[src/rtl/xfer_pkg.sv]
package xfer_pkg;
  localparam int INSN_W  = 16;
  localparam int FIELD_W = 5;
  localparam int IMM_W   = 8;

  typedef enum logic [1:0] {
    XOP_NONE = 2'd0,
    XOP_BYTE = 2'd1,
    XOP_PAIR = 2'd2,
    XOP_KONST = 2'd3
  } xop_e;

  typedef struct packed {
    xop_e               op;
    logic [FIELD_W-1:0] dst;
    logic [FIELD_W-1:0] src;
    logic [IMM_W-1:0]   imm;
  } xdec_t;
endpackage

[src/rtl/xfer_decode.sv]
module xfer_decode
  import xfer_pkg::*;
(
  input  logic [INSN_W-1:0] word,
  output xdec_t             dec
);
  always_comb begin
    dec = '0;
    if (word[15:10] == 6'b001011) begin
      dec.op  = XOP_BYTE;
      dec.dst = {word[8], word[7:4]};
      dec.src = {word[9], word[3:0]};
    end else if (word[15:8] == 8'h01) begin
      dec.op  = XOP_PAIR;
      dec.dst = {word[7:4], 1'b0};
      dec.src = {word[3:0], 1'b0};
    end else if (word[15:12] == 4'he) begin
      dec.op  = XOP_KONST;
      dec.dst = {1'b1, word[7:4]};
      dec.imm = {word[11:8], word[3:0]};
    end else begin
      dec.op  = XOP_NONE;
    end
  end
endmodule

[src/rtl/xfer_regfile.sv]
module xfer_regfile #(
  parameter int NUM_REGS = 32,
  parameter int DATA_W   = 8,
  parameter int RD_PORTS = 2,
  localparam int IDX_W   = $clog2(NUM_REGS)
) (
  input  logic                             clk,
  input  logic                             rst_n,
  input  logic                             we0,
  input  logic [IDX_W-1:0]                 wa0,
  input  logic [DATA_W-1:0]                wd0,
  input  logic                             we1,
  input  logic [IDX_W-1:0]                 wa1,
  input  logic [DATA_W-1:0]                wd1,
  input  logic [RD_PORTS-1:0][IDX_W-1:0]   ra,
  output logic [RD_PORTS-1:0][DATA_W-1:0]  rd
);
  logic [NUM_REGS-1:0][DATA_W-1:0] regs;

  always_ff @(posedge clk or negedge rst_n) begin
    if (!rst_n) begin
      regs <= '0;
    end else begin
      for (int i = 0; i < NUM_REGS; i++) begin
        if (we0 && wa0 == IDX_W'(i)) begin
          regs[i] <= wd0;
        end else if (we1 && wa1 == IDX_W'(i)) begin
          regs[i] <= wd1;
        end
      end
    end
  end

  for (genvar p = 0; p < RD_PORTS; p++) begin : g_rd
    assign rd[p] = regs[ra[p]];
  end
endmodule

[src/rtl/xfer_issue.sv]
module xfer_issue
  import xfer_pkg::*;
#(
  parameter int IDX_W  = 5,
  parameter int DATA_W = 8
) (
  input  logic              accept,
  input  xdec_t             dec,
  input  logic [DATA_W-1:0] rd_lo,
  input  logic [DATA_W-1:0] rd_hi,
  output logic [IDX_W-1:0]  ra_lo,
  output logic [IDX_W-1:0]  ra_hi,
  output logic              we0,
  output logic [IDX_W-1:0]  wa0,
  output logic [DATA_W-1:0] wd0,
  output logic              we1,
  output logic [IDX_W-1:0]  wa1,
  output logic [DATA_W-1:0] wd1,
  output logic              bad
);
  logic [IDX_W-1:0] dst_i;
  logic [IDX_W-1:0] src_i;

  assign dst_i = IDX_W'(dec.dst);
  assign src_i = IDX_W'(dec.src);

  // Pair reads: the low port sees the even source, the high port its odd twin.
  assign ra_lo = src_i;
  assign ra_hi = {src_i[IDX_W-1:1], 1'b1};

  always_comb begin
    we0 = accept && (dec.op != XOP_NONE);
    wa0 = dst_i;
    wd0 = (dec.op == XOP_KONST) ? DATA_W'(dec.imm) : rd_lo;
    we1 = accept && (dec.op == XOP_PAIR);
    wa1 = {dst_i[IDX_W-1:1], 1'b1};
    wd1 = rd_hi;
    bad = accept && (dec.op == XOP_NONE);
  end
endmodule

[src/rtl/xfer_exec.sv]
module xfer_exec
  import xfer_pkg::*;
#(
  parameter int NUM_REGS = 32,
  parameter int DATA_W   = 8,
  localparam int IDX_W   = $clog2(NUM_REGS)
) (
  input  logic              clk,
  input  logic              rst_n,
  input  logic              instr_valid,
  output logic              instr_ready,
  input  logic [INSN_W-1:0] instr_word,
  output logic              wr0_en,
  output logic [IDX_W-1:0]  wr0_idx,
  output logic [DATA_W-1:0] wr0_data,
  output logic              wr1_en,
  output logic [IDX_W-1:0]  wr1_idx,
  output logic [DATA_W-1:0] wr1_data,
  output logic              done,
  output logic              illegal
);
  xdec_t                     dec;
  logic                      accept;
  logic [1:0][IDX_W-1:0]     ra;
  logic [1:0][DATA_W-1:0]    rd;
  logic                      we0, we1, bad;
  logic [IDX_W-1:0]          wa0, wa1;
  logic [DATA_W-1:0]         wd0, wd1;

  assign accept = instr_valid && instr_ready;

  xfer_decode u_dec (
    .word (instr_word),
    .dec  (dec)
  );

  xfer_issue #(.IDX_W(IDX_W), .DATA_W(DATA_W)) u_iss (
    .accept (accept),
    .dec    (dec),
    .rd_lo  (rd[0]),
    .rd_hi  (rd[1]),
    .ra_lo  (ra[0]),
    .ra_hi  (ra[1]),
    .we0    (we0),
    .wa0    (wa0),
    .wd0    (wd0),
    .we1    (we1),
    .wa1    (wa1),
    .wd1    (wd1),
    .bad    (bad)
  );

  xfer_regfile #(.NUM_REGS(NUM_REGS), .DATA_W(DATA_W), .RD_PORTS(2)) u_rf (
    .clk   (clk),
    .rst_n (rst_n),
    .we0   (we0),
    .wa0   (wa0),
    .wd0   (wd0),
    .we1   (we1),
    .wa1   (wa1),
    .wd1   (wd1),
    .ra    (ra),
    .rd    (rd)
  );

  always_ff @(posedge clk or negedge rst_n) begin
    if (!rst_n) begin
      instr_ready <= 1'b0;
      done        <= 1'b0;
      illegal     <= 1'b0;
      wr0_en      <= 1'b0;
      wr0_idx     <= '0;
      wr0_data    <= '0;
      wr1_en      <= 1'b0;
      wr1_idx     <= '0;
      wr1_data    <= '0;
    end else begin
      instr_ready <= 1'b1;
      done        <= accept;
      illegal     <= bad;
      wr0_en      <= we0;
      wr0_idx     <= we0 ? wa0 : '0;
      wr0_data    <= we0 ? wd0 : '0;
      wr1_en      <= we1;
      wr1_idx     <= we1 ? wa1 : '0;
      wr1_data    <= we1 ? wd1 : '0;
    end
  end
endmodule

[config.mk]
export PLATFORM = sky130hd
export DESIGN_NAME = xfer_exec
export DESIGN_NICKNAME = d
export VERILOG_FILES = /design/src/rtl/xfer_pkg.sv /design/src/rtl/xfer_decode.sv /design/src/rtl/xfer_regfile.sv /design/src/rtl/xfer_issue.sv /design/src/rtl/xfer_exec.sv
export SDC_FILE = /design/constraint.sdc
export NUM_CORES = 1
export LEC_CHECK = 0
export CAP_MARGIN = 20
export CORE_MARGIN = 2
export CORE_UTILIZATION = 55
export CTS_BUF_LIST = sky130_fd_sc_hd__clkbuf_8 sky130_fd_sc_hd__clkbuf_16
export CTS_CLUSTER_SIZE = 20
export DETAILED_ROUTE_END_ITERATION = 16
export DONT_BUFFER_PORTS = 1
export GPL_TIMING_DRIVEN = 0
export PLACE_DENSITY_LB_ADDON = 0.3
export SLEW_MARGIN = 30
export SYNTH_ARGS = -nofsm -noshare
export SYNTH_HDL_FRONTEND = slang
export SYNTH_HIERARCHICAL = 1
export SYNTH_SLANG_ARGS = --single-unit
[constraint.sdc]
create_clock -name clk -period 3.6 [get_ports clk]
set_clock_uncertainty 0.15 [all_clocks]
set_input_delay 0.72 -clock clk [delete_from_list [all_inputs] [get_ports clk]]
set_output_delay 0.72 -clock clk [all_outputs]
set_load 0.005 [all_outputs]
==> flow_summary.yaml <==
cts:
  clock_path_buffers: 3
  cts_buffers: 36
  worstSkewPairLatency_ps: 550
  cts_sinks: 287
  cts_root_buffer: "clkbuf_16"
  h-tree-depth: 2
  tritoncts: "yes"
  clk_pin_slew_ps: 60
placement:
  gp_congestion: 1.002
  placedCellCount: 2406
  placed_area_um2: 19820
  hpwlAfterDp_um: 61370
  port_buffers: 0
layout:
  drive_above_1_share_pct: 30.56
  final_area_um2: 23270
  fin_nets: 2053
  layout_commonest_cell: "dfrtp_1"
  fin_cells: 2506
  area.growth.synth_to_final_pct: 23.19
  final_cell_mix: "dfrtp_1, nand3_1, a31oi_1, o21ai_0, clkbuf_1"
  post-route-util_pct: 69.04
  diodes: 0
routing:
  drtIter0Drc: 3423
  first_pass_iters: 8
  antenna_left: 0
  vias: 19940
  wl_per_cell_um: 36.25
  wl_um: 90850
  viasPerCell: 7.957
  drcViolationCount: 0
floorplanning:
  dieArea_um2: 35840
  num_io_pins: 50
  num_rows: 67
  die_w_um: 189.3
  start_util_pct: 56.04
  fp.coreArea_um2: 33700
  dieHeight_um: 189.3
setup_path:
  worstPathArrival_ps: 4370
  cp-end-kind: "flip-flop"
  crit_fanout: 10
  r2r_slack_ps: 390
  cp.required_ps: 3830
  worst_r2r_path_depth: 8
  crit_path_start_kind: "input port"
  path_class: "in -> reg"
global_route:
  grt_most_used_layer: "met2"
  use_met1_pct: 63.50
  grtUsageMet2_pct: 71.65
  grt_use_met3_pct: 18.13
  grt_pass1_vias: 18820
  grt_pass1_wl_um: 129200
  antenna_found_initial: 1
  grt_overflow: 0
  grt_max_degree: 288
  grt.total_usage_pct: 49.90
sta:
  holdWs_ps: -289.7
  hold_viol_final: 287
  rsz0062_at_grt: "yes"
  setup_viol: 266
  max_freq_mhz: 241.9
  finalWorstSetupSlack_ps: -533.1
  min_period_over_period_pct: 114.8
  layout_min_cycle_time_ps: 4133
  slew_violations: 0
  tightest_slew_ps: 1220
  max_slew_margin_pct: 18.69
power_and_ir_drop:
  ir_drop_v: 0.0003959
  cellPowerDensity_nw_per_um2: 474.4
  power.leakage_nw: 8.592
synthesis:
  seq_area_frac_synth_pct: 38.03
  yosys_most_used_dff: "dfrtp_1"
  synth_seq_cells: 287
  avgSynthCellArea_um2: 9.651
  synthArstFlopShare_pct: 100.0
  synth_edf_count: 0
  syn_inst: 1957
  yosysWarnings: 6
  syn_area_um2: 18890
  synth_cell_types: 39
outcome:
  status: "finished, violations left"
  violations: "hold timing, setup timing"
worst_hold_path:
  min_path_type: "in -> async"
flow_run:
  drv_cap: 0
==> critical path: stages <==
cell       delay (ps)
nor4_4            250
and4b_1           240
buf_6             120
buf_4             110
a22o_2            220
buf_6             210
buf_4             260
mux4_2            390
mux4_2            620
mux2_4            340
mux2_4            350
clkbuf_16         210
nor3_2            210
a31oi_1            80
==> where the power goes <==
part	total (mW)	switching (mW)	internal [mW]
Sequential	3.40	0.0796	3.32
Combinational	3.89	2.51	1.38
Clock	3.75	1.50	2.26
==> registers in the layout, indices dropped and copies added (netlist names) <==
signal and count:
done 1, illegal 1, instr_ready 1, u_rf/regs 256, wr0_data 8, wr0_en 1
wr0_idx 5, wr1_data 8, wr1_en 1, wr1_idx 5
==> layer usage <==
metal | vias up | wire length, um
met3 | 514 | 14910
met1 | 9668 | 29740
met2 | 2077 | 37500
li1 | 7679 | -
met4 | 2 | 8636
met5 | - | 62
==> timing repair <==
action / in CTS / in global routing
pin swaps: 24 / 53
setup endpoints to repair: 272 / 267
cloned: 8 / 9
hold endpoints to repair: 287 / 287
buffers inserted: 20 / 5
resized for setup: 192 / 180
==> kinds of logic (layout without fill, tap and decap cells) <==
| kind of cell | count (synthesis) | in the layout | share of synthesized area [%] |
|---|---|---|---|
| multiplexers | 184 | 184 | 20.51 |
| buffers and inverters | 325 | 425 | 7.486 |
| other | 2 | 3 | 0.03976 |
| AO/OA/AOI/OAI | 522 | 522 | 15.73 |
| flip-flops | 287 | 287 | 38.03 |
| AND/OR/NAND/NOR | 637 | 637 | 18.21 |
==> cell type report <==
type / count / area [um^2]
multi-input combinational: 1346 / 11620
tap: 448 / 560.5
clock inverter: 16 / 147.6
fill: 2559 / 10430
buffer: 322 / 2138
timing repair buffer: 41 / 564.3
clock buffer: 46 / 1050
sequential: 287 / 7182
==> synth_stat cells (7+ instances only) <==
cell type	instances	share of area, %
dfrtp_1	287	38
a31oi_1	256	8.5
nand3_1	256	6.8
nor3_1	256	6.8
o21ai_0	254	6.7
clkbuf_1	228	4.5
mux4_2	160	19
buf_1	47	0.93
buf_4	40	1.6
or2_2	35	1.2
and2_1	29	0.96
mux2_2	24	1.4
and2_2	10	0.40
a22o_1	7	0.32
nand2b_1	7	0.23
nand4bb_1	7	0.42
==> stage by stage <==
step | setup TNS (ps) | total power [mW] | setup slack, ps | hold WS, ps
6_report | -104620 | 11.04 | -533.1 | -289.7
5_1_grt | -104690 | 11.05 | -532.5 | -298.7
4_1_cts | -63370 | 10.28 | -314.1 | -298.1
3_5_place_dp | -391690 | 5.888 | -1939 | 282.4
3_3_place_gp | -387030 | 5.879 | -1888 | 280.3
2_1_floorplan | -99880 | 4.798 | -389.9 | 274.4
==> final timing paths <==
kind                                start              to
min in group clk              instr_valid            done
max in group asynchronous           rst_n  u_rf/regs[178]
min                                 rst_n     wr1_data[3]
max                        instr_word[15]  u_rf/regs[139]
min reg2reg                u_rf/regs[108]  u_rf/regs[108]
max reg2reg                   instr_ready  u_rf/regs[103]
No activity file was read; power rests on OpenSTA's default activity.
